$ cat src/rtl/lct_pkg.sv
package lct_pkg;
  typedef enum logic [1:0] {
    SEL_INIT  = 2'd0,
    SEL_CUR   = 2'd1,
    SEL_DIV   = 2'd2,
    SEL_ENTRY = 2'd3
  } reg_sel_e;

  localparam int unsigned DATA_W       = 32;
  localparam int unsigned CFG_W        = 4;
  localparam int unsigned ENT_STAT_BIT = 12;
  localparam int unsigned ENT_MASK_BIT = 16;
  localparam int unsigned ENT_PER_BIT  = 17;
endpackage

$ cat src/rtl/lct_prescale.sv
module lct_prescale #(
  parameter int unsigned CODE_W = 3
) (
  input  logic                       clk_i,
  input  logic                       rst_ni,
  input  logic                       clr_i,
  input  logic                       tick_i,
  input  logic [lct_pkg::CFG_W-1:0]  cfg_i,
  output logic                       step_o
);
  localparam int unsigned PCNT_W = (1 << CODE_W) - 1;

  logic [CODE_W-1:0] code;
  logic [PCNT_W-1:0] lim, pres_q;

  // cfg bit 2 is not part of the code
  assign code = CODE_W'({cfg_i[3], cfg_i[1:0]}) + CODE_W'(1);
  assign lim  = PCNT_W'((32'd1 << code) - 32'd1);
  assign step_o = tick_i && !clr_i && (pres_q == lim);

  always_ff @(posedge clk_i or negedge rst_ni) begin
    if (!rst_ni)                   pres_q <= '0;
    else if (clr_i)                pres_q <= '0;
    else if (tick_i) begin
      if (pres_q == lim)           pres_q <= '0;
      else                         pres_q <= pres_q + PCNT_W'(1);
    end
  end

  AST_STEP_NEEDS_TICK: assert property (@(posedge clk_i) disable iff (!rst_ni)
    step_o |-> tick_i);
  AST_CLR_RESTARTS: assert property (@(posedge clk_i) disable iff (!rst_ni)
    clr_i |=> !step_o || (lim == '0));
endmodule

$ cat src/rtl/lct_count.sv
module lct_count #(
  parameter int unsigned CNT_W = 32
) (
  input  logic             clk_i,
  input  logic             rst_ni,
  input  logic             load_i,
  input  logic [CNT_W-1:0] load_val_i,
  input  logic             step_i,
  input  logic             periodic_i,
  output logic [CNT_W-1:0] init_o,
  output logic [CNT_W-1:0] cur_o,
  output logic             expire_o
);
  logic [CNT_W-1:0] init_q, cur_q;
  logic             run_q;

  assign init_o   = init_q;
  assign cur_o    = cur_q;
  assign expire_o = !load_i && run_q && step_i && (cur_q == CNT_W'(1));

  always_ff @(posedge clk_i or negedge rst_ni) begin
    if (!rst_ni) begin
      init_q <= '0;
      cur_q  <= '0;
      run_q  <= 1'b0;
    end else if (load_i) begin
      init_q <= load_val_i;
      cur_q  <= load_val_i;
      run_q  <= (load_val_i != '0);
    end else if (run_q && step_i) begin
      if (cur_q == CNT_W'(1)) begin
        if (periodic_i) cur_q <= init_q;
        else begin
          cur_q <= '0;
          run_q <= 1'b0;
        end
      end else begin
        cur_q <= cur_q - CNT_W'(1);
      end
    end
  end

  AST_LOAD_TAKES: assert property (@(posedge clk_i) disable iff (!rst_ni)
    load_i |=> cur_q == $past(load_val_i));
  AST_IDLE_HOLDS: assert property (@(posedge clk_i) disable iff (!rst_ni)
    (!run_q && !load_i) |=> cur_q == $past(cur_q));
  AST_NO_STEP_HOLD: assert property (@(posedge clk_i) disable iff (!rst_ni)
    (!step_i && !load_i) |=> cur_q == $past(cur_q));
endmodule

$ cat src/rtl/lct_pend.sv
module lct_pend #(
  parameter int unsigned PEND_W = 4
) (
  input  logic clk_i,
  input  logic rst_ni,
  input  logic hit_i,
  input  logic ack_i,
  output logic req_o
);
  localparam logic [PEND_W-1:0] PEND_MAX = '1;

  logic              req_q, req_d;
  logic [PEND_W-1:0] pend_q, pend_d;
  logic              take;

  assign take  = ack_i && req_q;
  assign req_o = req_q;

  always_comb begin
    req_d  = req_q;
    pend_d = pend_q;
    if (hit_i && take) begin
      req_d = 1'b1;  // one consumed, one added
    end else if (hit_i) begin
      if (!req_q)                req_d  = 1'b1;
      else if (pend_q != PEND_MAX) pend_d = pend_q + PEND_W'(1);
    end else if (take) begin
      if (pend_q != '0) pend_d = pend_q - PEND_W'(1);
      else              req_d  = 1'b0;
    end
  end

  always_ff @(posedge clk_i or negedge rst_ni) begin
    if (!rst_ni) begin
      req_q  <= 1'b0;
      pend_q <= '0;
    end else begin
      req_q  <= req_d;
      pend_q <= pend_d;
    end
  end

  AST_PEND_NEEDS_REQ: assert property (@(posedge clk_i) disable iff (!rst_ni)
    (pend_q != '0) |-> req_q);
  AST_NO_OVERFLOW: assert property (@(posedge clk_i) disable iff (!rst_ni)
    (pend_q == PEND_MAX && hit_i && !ack_i) |=> pend_q == PEND_MAX);
  AST_HIT_RAISES: assert property (@(posedge clk_i) disable iff (!rst_ni)
    hit_i |=> req_q);
endmodule

$ cat src/rtl/lct_timer.sv
module lct_timer #(
  parameter int unsigned CNT_W  = 32,
  parameter int unsigned PEND_W = 4,
  parameter int unsigned VEC_W  = 8
) (
  input  logic             clk_i,
  input  logic             rst_ni,
  input  logic             tick_i,
  input  logic             en_i,
  input  logic             wr_en_i,
  input  logic [1:0]       wr_sel_i,
  input  logic [31:0]      wr_data_i,
  input  logic [1:0]       rd_sel_i,
  output logic [31:0]      rd_data_o,
  output logic             irq_req_o,
  output logic [VEC_W-1:0] irq_vec_o,
  input  logic             irq_ack_i
);
  import lct_pkg::*;

  localparam logic [CFG_W-1:0] CFG_KEEP = 4'b1011;

  logic [CFG_W-1:0] cfg_q;
  logic [VEC_W-1:0] vec_q;
  logic             mask_q, per_q;
  logic             load, step, expire, hit;
  logic [CNT_W-1:0] init_cnt, cur_cnt;
  logic [DATA_W-1:0] entry_rd;

  assign load = wr_en_i && (reg_sel_e'(wr_sel_i) == SEL_INIT);

  always_ff @(posedge clk_i or negedge rst_ni) begin
    if (!rst_ni) begin
      cfg_q  <= '0;
      vec_q  <= '0;
      mask_q <= 1'b1;
      per_q  <= 1'b0;
    end else if (wr_en_i) begin
      case (reg_sel_e'(wr_sel_i))
        SEL_DIV:   cfg_q <= wr_data_i[CFG_W-1:0] & CFG_KEEP;
        SEL_ENTRY: begin
          vec_q  <= wr_data_i[VEC_W-1:0];
          mask_q <= wr_data_i[ENT_MASK_BIT];
          per_q  <= wr_data_i[ENT_PER_BIT];
        end
        default: ;
      endcase
    end
  end

  lct_prescale #(.CODE_W(3)) i_prescale (
    .clk_i  (clk_i),
    .rst_ni (rst_ni),
    .clr_i  (load),
    .tick_i (tick_i),
    .cfg_i  (cfg_q),
    .step_o (step)
  );

  lct_count #(.CNT_W(CNT_W)) i_count (
    .clk_i      (clk_i),
    .rst_ni     (rst_ni),
    .load_i     (load),
    .load_val_i (wr_data_i[CNT_W-1:0]),
    .step_i     (step),
    .periodic_i (per_q),
    .init_o     (init_cnt),
    .cur_o      (cur_cnt),
    .expire_o   (expire)
  );

  assign hit = expire && !mask_q && en_i;

  lct_pend #(.PEND_W(PEND_W)) i_pend (
    .clk_i  (clk_i),
    .rst_ni (rst_ni),
    .hit_i  (hit),
    .ack_i  (irq_ack_i),
    .req_o  (irq_req_o)
  );

  assign irq_vec_o = vec_q;

  always_comb begin
    entry_rd               = '0;
    entry_rd[VEC_W-1:0]    = vec_q;
    entry_rd[ENT_STAT_BIT] = irq_req_o;
    entry_rd[ENT_MASK_BIT] = mask_q;
    entry_rd[ENT_PER_BIT]  = per_q;
  end

  always_comb begin
    case (reg_sel_e'(rd_sel_i))
      SEL_INIT:  rd_data_o = DATA_W'(init_cnt);
      SEL_CUR:   rd_data_o = DATA_W'(cur_cnt);
      SEL_DIV:   rd_data_o = DATA_W'(cfg_q);
      default:   rd_data_o = entry_rd;
    endcase
  end

  AST_MASK_NO_RAISE: assert property (@(posedge clk_i) disable iff (!rst_ni)
    (!irq_req_o && (mask_q || !en_i)) |=> !irq_req_o);
  AST_VEC_STABLE: assert property (@(posedge clk_i) disable iff (!rst_ni)
    !(wr_en_i && (reg_sel_e'(wr_sel_i) == SEL_ENTRY)) |=> $stable(irq_vec_o));
endmodule

$ cat config.mk
export PLATFORM = sky130hd
export DESIGN_NAME = lct_timer
export DESIGN_NICKNAME = d
export VERILOG_FILES = /design/src/rtl/lct_pkg.sv /design/src/rtl/lct_prescale.sv /design/src/rtl/lct_count.sv /design/src/rtl/lct_pend.sv /design/src/rtl/lct_timer.sv
export SDC_FILE = /design/constraint.sdc
export NUM_CORES = 1
export LEC_CHECK = 0
export CAP_MARGIN = 20
export CORE_AREA = 8 8 150 152
export CTS_CLUSTER_DIAMETER = 120
export DETAILED_ROUTE_END_ITERATION = 6
export DIE_AREA = 0 0 158 160
export HOLD_SLACK_MARGIN = 0.05
export PLACE_DENSITY = 0.6
export REMOVE_ABC_BUFFERS = 1
export SYNTH_ARGS = -nofsm -noshare
export SYNTH_HDL_FRONTEND = slang
export SYNTH_HIERARCHICAL = 1
export SYNTH_SLANG_ARGS = --single-unit
export TNS_END_PERCENT = 50
$ cat constraint.sdc
create_clock -name clk_i -period 4.4 [get_ports clk_i]
set_input_delay 0.44 -clock clk_i [delete_from_list [all_inputs] [get_ports clk_i]]
set_output_delay 0.44 -clock clk_i [all_outputs]
set_load 0.02 [all_outputs]
==> impl_metrics.ini, run 1 <==
[status]
run_status = finished clean

[synthesis]
ys.warnings.count = 6
synth_area_um2 = 5890
netlist_instances = 580
synthesis.area_per_instance_um2 = 10.2

[power]
power.ir.vdd_worst_uv = 294
total_power_mw = 3.03
power.density_cell_area_nw_per_um2 = 414
static-leakage-power_nw = 2.88

[worst_setup_path]
critical_path_rt_ps = 4640
setup.worst_path.class = reg2reg
critical_path.startpoint_type = register
reg2reg_slack_ps = 160
worstReg2RegStart = cfg_q[3]
critPathCaptureType = register
r2r.worst_path.cells = 16
r2r_end = i_pend/pend_q[2]
startpoint = cfg_q[3]
worst_endpoint_data_arrival_time_ps = 4480
critical_path.max_fanout = 5

[global_route]
number_of_antenna_violations_at_the_first_check_in_global_routing = 0
via_count_of_the_first_global_routing_pass = 5028
grt_first_pass_wirelength_mm = 28.6
gr-usage-all-layers = 0.142
grt_max_degree = 80
overflow = 0

[routing]
drt_iter0_drc = 385
detail_route.wl_per_cell_um = 18.8
post-route-drc-count = 0
vias_per_cell = 5.33
drt-total-wl_mm = 17.6
antenna_left = 0
routed-via-count = 4974
drt-pass1-iter-count = 6

[die]
top_level_ports = 83
die_w_um = 158
rows = 52
floorplan.initialDensity = 0.294
floorplan.die_area_um2 = 25300
floorplan.die.height_um = 160
core_area_um2 = 20000

[clock_network]
clock_tree_buf_depth = 2
cts_buffers = 9
sinks_on_clock_net = 90
htree_num_levels = 3
clock-root-buffer = sky130_fd_sc_hd__clkbuf_16
clk_latency_ps = 350
clkTransAtPathRegs_ps = 60
tritoncts = built

[flow_run]
drv_cap = 0

[sta]
setup_viol = 0
final_min_period_over_clock_period = 0.965
report.final.hold_viol_count = 0
fin_skew_ps = 9.45
rsz0062_at_grt = true
slew-limit-headroom = 0.406
tightest_slew_ps = 891
clock.fmax_mhz = 236
slew_violations = 0
tns_ps = 0
finalCriticalPeriod_ps = 4240
fin_hold_ws_ps = 174

[layout]
most_common_cell_after_layout_fill_and_taps_aside = sky130_fd_sc_hd__dfrtp_1
post-route-cell-area_um2 = 7310
layout-drive-gt1-share = 0.179
utilization = 0.365
num-nets-final = 708
antenna_cells = 0
area_growth_syn_to_layout_pct = 24.1
fillCellCount = 2076
mostFrequentLayoutCells = 89 x sky130_fd_sc_hd__dfrtp_1, 80 x sky130_fd_sc_hd__clkdlybuf4s50_1, 48 x sky130_fd_sc_hd__nor2_1, 46 x sky130_fd_sc_hd__mux2_2, 35 x sky130_fd_sc_hd__mux2i_1

[placed_design]
globalplace.congestion = 0.831
io_buffers = 82
post-dp-hpwl_mm = 12.6
dpl_cell_area_um2 = 6980

[hold_path]
min_path_type = in2async
==> critical path, cell delays in order, from the launching register on <==
cell and delay, ps:
sky130_fd_sc_hd__dfrtp_1 370, sky130_fd_sc_hd__or3_1 380, sky130_fd_sc_hd__ha_1 310, sky130_fd_sc_hd__xnor2_1 120
sky130_fd_sc_hd__a221o_1 250, sky130_fd_sc_hd__a2111o_1 450, sky130_fd_sc_hd__a211oi_4 180, sky130_fd_sc_hd__and3b_1 200
sky130_fd_sc_hd__nand3b_1 120, sky130_fd_sc_hd__or4_4 540, sky130_fd_sc_hd__inv_2 60, sky130_fd_sc_hd__nand2_1 50
sky130_fd_sc_hd__nor2_2 150, sky130_fd_sc_hd__inv_2 100, sky130_fd_sc_hd__fa_1 440, sky130_fd_sc_hd__xor2_1 150
sky130_fd_sc_hd__mux2_2 250
==> worst max path at each step <==
| stage | to | slack, ps | cells after the start |
|---|---|---|---|
| 2_1_floorplan | i_count/cur_o[19] | -3550 | 4 |
| 3_3_place_gp | i_pend/pend_q[3] | 60 | 18 |
| 3_5_place_dp | i_pend/pend_q[3] | 10 | 18 |
| 4_1_cts | i_pend/pend_q[3] | 4 | 18 |
| 5_1_grt | i_pend/pend_q[2] | -50 | 16 |
| 6_report | i_pend/pend_q[2] | 160 | 16 |
==> per-layer routing <==
metal	global-route usage	vias up	share of wire
li1	-	2368	-
met1	0.201	2458	0.48
met2	0.213	134	0.45
met3	0.0359	14	0.058
met4	0.0309	0	0.013
met5	0	-	0
==> area by class of cell <==
| class | instances | area (um2) | share of cell area |
|---|---|---|---|
| clock buffers | 12 | 256 | 0.0351 |
| multi-input cells | 443 | 3420 | 0.468 |
| clock inverters | 4 | 26.3 | 0.00359 |
| well taps | 270 | 338 | 0.0462 |
| inverters | 12 | 45.0 | 0.00616 |
| flip-flops and latches | 90 | 2250 | 0.308 |
| repair buffers | 103 | 971 | 0.133 |
==> sequential cells by signal, summed over array words and instances (netlist names), 3 cells and up <==
register / count
i_prescale/pres_q: 7
cfg_q: 3
irq_vec_o: 8
i_count/cur_o: 32
i_pend/pend_q: 4
i_count/init_o: 32
==> power breakdown <==
group | switching (mW) | internal, mW | total [mW]
combinational | 0.497 | 0.516 | 1.01
sequential | 0.263 | 1.00 | 1.26
clock | 0.336 | 0.413 | 0.749
==> through the flow <==
stage,setup slack (ps),instances
after floorplan,-3550,545
after global placement,62.8,915
after detailed placement,11.4,915
after CTS,4.32,931
after global routing,-47.1,934
final,156,934
==> repair_timing <==
action / CTS / global route
endpoints found under the setup margin: 1 / 2
endpoints found under the hold margin: 0 / 0
pin swaps: 0 / 12
hold buffers: 0 / 0
resized for setup: 1 / 5
setup buffers: 0 / 3
Power figures use the tool's default switching activity.
==> run 2: changes to the inputs <==
--- a/config.mk
+++ b/config.mk
@@ -5,11 +5,12 @@
 export SDC_FILE = /design/constraint.sdc
 export NUM_CORES = 1
 export LEC_CHECK = 0
+export ABC_AREA = 1
 export CAP_MARGIN = 20
-export CORE_AREA = 8 8 150 152
+export CORE_AREA = 8 8 155 157
 export CTS_CLUSTER_DIAMETER = 120
 export DETAILED_ROUTE_END_ITERATION = 6
-export DIE_AREA = 0 0 158 160
+export DIE_AREA = 0 0 163 165
 export HOLD_SLACK_MARGIN = 0.05
 export PLACE_DENSITY = 0.6
 export REMOVE_ABC_BUFFERS = 1
@@ -17,4 +18,3 @@
 export SYNTH_HDL_FRONTEND = slang
 export SYNTH_HIERARCHICAL = 1
 export SYNTH_SLANG_ARGS = --single-unit
-export TNS_END_PERCENT = 50
==> run 2 against run 1 <==
Compared with the run above: cell area grew 6.2%; sequential cell count is the same; setup slack gained 690 ps; non-clock buffer count shrank 13; clock skew grew 0.96 ps; count of clock-buffer cells in the layout is the same; combinational power shrank 9.9%; first-iteration DRC count shrank 4.2%; area after synthesis grew 8.0%; critical path type unchanged.
==> impl_metrics.ini, run 2 <==
[routing]
routed-via-count = 6344
drt-pass1-iter-count = 6
antenna_left = 0
drt_iter0_drc = 369
post-route-drc-count = 0
vias_per_cell = 4.69
drt-total-wl_mm = 19.6
detail_route.wl_per_cell_um = 14.5

[sta]
slew-limit-headroom = 0.385
slew_violations = 0
fin_skew_ps = 10.4
tightest_slew_ps = 922
clock.fmax_mhz = 281
finalCriticalPeriod_ps = 3550
tns_ps = 0
rsz0062_at_grt = false
setup_viol = 0
fin_hold_ws_ps = 199
final_min_period_over_clock_period = 0.808
report.final.hold_viol_count = 0
finalWorstSetupSlack_ps = 845

[global_route]
number_of_antenna_violations_at_the_first_check_in_global_routing = 0
overflow = 0
grt_max_degree = 67
grt_first_pass_wirelength_mm = 32.2
gr-usage-all-layers = 0.150
via_count_of_the_first_global_routing_pass = 6080

[clock_network]
cts_buffers = 9
clock-root-buffer = sky130_fd_sc_hd__clkbuf_16
clkTransAtPathRegs_ps = 70
postCtsSetupBuffers = 0
cts.repair.resized = 0
sinks_on_clock_net = 90
clk_latency_ps = 360
tritoncts = built
htree_num_levels = 3
clock_tree_buf_depth = 2
cts-hold-fix-buffers = 0

[layout]
area_growth_syn_to_layout_pct = 22.1
layout.cells.non_filler = 1352
num-nets-final = 1116
antenna_cells = 0
layout-drive-gt1-share = 0.0653
fillCellCount = 2382
mostFrequentLayoutCells = 410 x sky130_fd_sc_hd__nand2_1, 127 x sky130_fd_sc_hd__inv_1, 89 x sky130_fd_sc_hd__dfrtp_1, 87 x sky130_fd_sc_hd__nor2_1, 81 x sky130_fd_sc_hd__clkdlybuf4s50_1
most_common_cell_after_layout_fill_and_taps_aside = sky130_fd_sc_hd__nand2_1

[placed_design]
placed_cells_incl_taps = 1335
post-dp-hpwl_mm = 14.5
io_buffers = 82
place_worst_setup_slack_ps = 834
globalplace.congestion = 0.892

[die]
floorplan.initialDensity = 0.296
core_area_um2 = 21500
floorplan.die.height_um = 165
die_w_um = 163
floorplan.die_area_um2 = 26900
top_level_ports = 83
rows = 54

[hold_path]
min_path_type = in2async

[power]
static-leakage-power_nw = 3.90
power.density_cell_area_nw_per_um2 = 374
power.ir.vdd_worst_uv = 202

[flow_run]
drv_cap = 0

[worst_setup_path]
critPathCaptureType = register
critical_path.startpoint_type = register
setup.worst_path.class = reg2reg
startpoint = cfg_q[1]
worst_endpoint_data_arrival_time_ps = 3850
critical_path.max_fanout = 8
worstReg2RegStart = cfg_q[1]
critical_path_rt_ps = 4700

[synthesis]
synth_area_um2 = 6360
ys.warnings.count = 6
synthesis.area_per_instance_um2 = 6.39
netlist_instances = 996

[status]
run_status = finished clean
[run 2: path summary, 6_finish.rpt]
path                                           to  slack [ps]  depth (start not counted)
worst min register to register  i_count/init_o[5]         510                          2
worst max-delay path             i_pend/pend_q[3]         850                         27
worst max register to register   i_pend/pend_q[3]         850                         27
min in group clk_i              i_count/init_o[5]         510                          2
max in group asynchronous                  mask_q        3260                          2
worst min-delay path             i_pend/pend_q[1]         200                          1
[run 2: report_power, final]
group          total [mW]  internal (mW)  leakage (nW)  switching, mW
Combinational       0.910          0.362          2.62          0.548
Sequential           1.14          0.971          1.12          0.172
Clock               0.853          0.515         0.153          0.338
[run 2: final cells by class]
cell class              instances  area [um2]  area share
clock buffers                  12         246      0.0317
clock inverters                 4        76.3     0.00983
inverters                     135         507      0.0653
multi-input cells             741        3450       0.444
flip-flops and latches         90        2250       0.290
well taps                     280         350      0.0451
repair buffers                 90         886       0.114
[run 2: critical path, stage by stage, from the launching register on]
cell                      delay [ps]
sky130_fd_sc_hd__dfrtp_1         460
sky130_fd_sc_hd__nor2_1          180
sky130_fd_sc_hd__nand2_1          70
sky130_fd_sc_hd__ha_1            240
sky130_fd_sc_hd__inv_1           120
sky130_fd_sc_hd__nand2_1          60
sky130_fd_sc_hd__nand2_1          70
sky130_fd_sc_hd__nand2_1          50
sky130_fd_sc_hd__nand2_1          50
sky130_fd_sc_hd__nand3_1          80
sky130_fd_sc_hd__nor2_2          150
sky130_fd_sc_hd__nand2_4         100
sky130_fd_sc_hd__nor2_2           80
sky130_fd_sc_hd__nand2_1          80
sky130_fd_sc_hd__inv_1            90
sky130_fd_sc_hd__nor2_1          100
sky130_fd_sc_hd__nor3_1          210
sky130_fd_sc_hd__nand2_1          70
sky130_fd_sc_hd__nor2_1          240
sky130_fd_sc_hd__inv_2           160
sky130_fd_sc_hd__ha_1            370
sky130_fd_sc_hd__nand2_1         110
sky130_fd_sc_hd__nand2_1          50
sky130_fd_sc_hd__nor2_1           90
sky130_fd_sc_hd__nand2_1          60
sky130_fd_sc_hd__nand2_1          50
sky130_fd_sc_hd__nand2_1          40
sky130_fd_sc_hd__nand2_1          50
[run 2: routing by layer]
layer  track usage  vias to the layer above  routed length [um]
li1              -                     3235                   -
met1         0.201                     2959                9400
met2         0.241                      134                9030
met3        0.0299                       16                 861
met4        0.0392                        0                 273
met5             0                        -                   0
[run 2: metrics by stage]
| step | total power [mW] | utilization | cell area [um2] |
|---|---|---|---|
| floorplan | 1.73 | - | 6200 |
| global placement | 2.05 | 0.346 | 7430 |
| detailed placement | 2.07 | 0.346 | 7430 |
| CTS | 2.94 | 0.361 | 7750 |
| global route | 3.12 | 0.361 | 7760 |
| finish | 2.91 | 0.361 | 7760 |
==> run 3: changes to the inputs <==
--- a/config.mk
+++ b/config.mk
@@ -12,7 +12,7 @@
 export DETAILED_ROUTE_END_ITERATION = 6
 export DIE_AREA = 0 0 163 165
 export HOLD_SLACK_MARGIN = 0.05
-export PLACE_DENSITY = 0.6
+export PLACE_DENSITY = 0.58
 export REMOVE_ABC_BUFFERS = 1
 export SYNTH_ARGS = -nofsm -noshare
 export SYNTH_HDL_FRONTEND = slang
==> constraint.sdc (replaced) <==
create_clock -name clk_i -period 3.4 [get_ports clk_i]
set_input_delay 0.34 -clock clk_i [delete_from_list [all_inputs] [get_ports clk_i]]
set_output_delay 0.34 -clock clk_i [all_outputs]
set_load 0.02 [all_outputs]
==> run 3 against run 2 <==
Compared with the run above: via count increased by 0.87%; utilization rose by 0.37 points; first-iteration DRC count is 3.8% higher; register-to-register slack worse by 530 ps; critical path depth shrank 5; worst hold slack worse by 62 ps; critical endpoint is now i_pend/pend_q[2]; largest power group unchanged; highest routed layer unchanged.
==> impl_metrics.ini, run 3 (synthesis results as in run 2) <==
[routing]
routed-via-count = 6399
drt-total-wl_mm = 20.0
antenna_left = 0
vias_per_cell = 4.69
drt-pass1-iter-count = 4
post-route-drc-count = 0
drt_iter0_drc = 383
detail_route.wl_per_cell_um = 14.7

[global_route]
grt_max_degree = 70
grt_first_pass_wirelength_mm = 32.5
number_of_antenna_violations_at_the_first_check_in_global_routing = 0
gr-usage-all-layers = 0.152
overflow = 0
via_count_of_the_first_global_routing_pass = 6312

[worst_setup_path]
critPathCaptureType = register
critical_path.startpoint_type = register
r2r.worst_path.cells = 22
endpoint = i_pend/pend_q[2]
worst_endpoint_data_arrival_time_ps = 3330
critical_path.max_fanout = 7
r2r_end = i_pend/pend_q[2]
worstReg2RegStart = cfg_q[0]
setup.worst_path.class = reg2reg
startpoint = cfg_q[0]
reg2reg_slack_ps = 320
critical_path_rt_ps = 3640

[layout]
most_common_cell_after_layout_fill_and_taps_aside = sky130_fd_sc_hd__nand2_1
utilization = 0.365
mostFrequentLayoutCells = 410 x sky130_fd_sc_hd__nand2_1, 125 x sky130_fd_sc_hd__inv_1, 87 x sky130_fd_sc_hd__dfrtp_1, 84 x sky130_fd_sc_hd__nor2_1, 81 x sky130_fd_sc_hd__clkdlybuf4s50_1
num-nets-final = 1129
layout-drive-gt1-share = 0.0820
fillCellCount = 2347
antenna_cells = 0
post-route-cell-area_um2 = 7840
area_growth_syn_to_layout_pct = 23.3

[clock_network]
htree_num_levels = 3
clk_latency_ps = 350
clock_tree_buf_depth = 2
cts-hold-fix-buffers = 0
sinks_on_clock_net = 90
clkTransAtPathRegs_ps = 70
tritoncts = built
clock-root-buffer = sky130_fd_sc_hd__clkbuf_16
cts_buffers = 9

[sta]
clock.fmax_mhz = 324
fin_skew_ps = 6.94
tightest_slew_ps = 954
finalCriticalPeriod_ps = 3080
report.final.hold_viol_count = 0
setup_viol = 0
slew-limit-headroom = 0.364
slew_violations = 0
final_min_period_over_clock_period = 0.907

[die]
floorplan.die_area_um2 = 26900
rows = 54
top_level_ports = 83
floorplan.initialDensity = 0.296
core_area_um2 = 21500
die_w_um = 163
floorplan.die.height_um = 165

[placed_design]
dpl_cell_area_um2 = 7480
io_buffers = 82
globalplace.congestion = 0.903
post-dp-hpwl_mm = 14.9

[status]
run_status = finished clean

[power]
power.ir.vdd_worst_uv = 236
power.density_cell_area_nw_per_um2 = 461
static-leakage-power_nw = 3.93

[flow_run]
drv_cap = 0

[hold_path]
min_path_type = in2async
[run 3: changes by cell type in the layout (fill, tap and decap cells not counted), moves of 2 or more]
cell                        before  now
sky130_fd_sc_hd__buf_4           8   21
sky130_fd_sc_hd__dfrtp_1        89   87
sky130_fd_sc_hd__dfrtp_2         0    2
sky130_fd_sc_hd__ha_1            6    4
sky130_fd_sc_hd__bufinv_16       2    0
sky130_fd_sc_hd__inv_1         127  125
sky130_fd_sc_hd__nor2_1         87   84
sky130_fd_sc_hd__nor2_2         10   12
sky130_fd_sc_hd__clkbuf_1        2    6
[run 3: area by class of cell]
| cell class | instances | area, um2 | area share |
|---|---|---|---|
| sequential | 90 | 2260 | 0.288 |
| inverter | 135 | 509 | 0.0649 |
| tap | 280 | 350 | 0.0447 |
| clock buffer | 16 | 262 | 0.0333 |
| multi-input combinational | 741 | 3480 | 0.443 |
| timing repair buffer | 103 | 988 | 0.126 |
[run 3: how the worst min path moves through the flow]
stage | start | end | slack [ps] | depth (start not counted)
finish | rst_ni | i_count/cur_o[25] | 140 | 1
global route | rst_ni | i_count/init_o[25] | 210 | 1
CTS | rst_ni | i_count/init_o[25] | 170 | 1
detailed placement | i_count/init_o[1] | i_count/init_o[1] | 490 | 2
global placement | i_count/init_o[1] | i_count/init_o[1] | 490 | 2
floorplan | rst_ni | cfg_q[0] | 40 | 0
[run 3: metal layers]
layer / GRT usage / routed length (um)
met1: 0.200 / 9460
met3: 0.0322 / 928
met5: 0 / 0
met2: 0.252 / 9370
met4: 0.0313 / 277
[run 3: through the flow]
step                      hold slack (ps)  setup slack [ps]  instances  power (mW)  TNS (ps)
after detailed placement              490              64.0       1341        2.69         0
after global placement                485               147       1341        2.67         0
after global routing                  212             -35.2       1365        3.87     -35.2
after floorplan                      44.4              96.5        966        2.23         0
final                                 137               315       1365        3.62         0
after CTS                             170              14.6       1357        3.65         0
[run 3: repair_timing]
| action | CTS | global route |
|---|---|---|
| setup buffers | 0 | 8 |
| gates resized for setup | 0 | 12 |
| endpoints found under the setup margin | 0 | 4 |
[run 3: report_power, final]
group | internal [mW] | switching, mW | total [mW]
clock network | 0.518 | 0.410 | 0.929
registers | 1.26 | 0.226 | 1.48
logic | 0.485 | 0.720 | 1.20
[run 3: worst max-delay path: stages (launching register included)]
cell and delay, ps:
sky130_fd_sc_hd__dfrtp_2 440, sky130_fd_sc_hd__nor2_2 130, sky130_fd_sc_hd__nand2_1 60, sky130_fd_sc_hd__ha_2 320
sky130_fd_sc_hd__nand2_1 50, sky130_fd_sc_hd__nand2_1 50, sky130_fd_sc_hd__nand2_1 40, sky130_fd_sc_hd__nor2_1 70
sky130_fd_sc_hd__nand3_1 80, sky130_fd_sc_hd__nor2_2 150, sky130_fd_sc_hd__nand2_4 90, sky130_fd_sc_hd__nor2_2 80
sky130_fd_sc_hd__nand2_1 80, sky130_fd_sc_hd__inv_2 70, sky130_fd_sc_hd__nor2_2 60, sky130_fd_sc_hd__nor3_2 130
sky130_fd_sc_hd__nand2_1 120, sky130_fd_sc_hd__nor2_4 150, sky130_fd_sc_hd__inv_4 80, sky130_fd_sc_hd__fa_1 440
sky130_fd_sc_hd__xor2_1 150, sky130_fd_sc_hd__nand2_1 60, sky130_fd_sc_hd__nand2_1 40
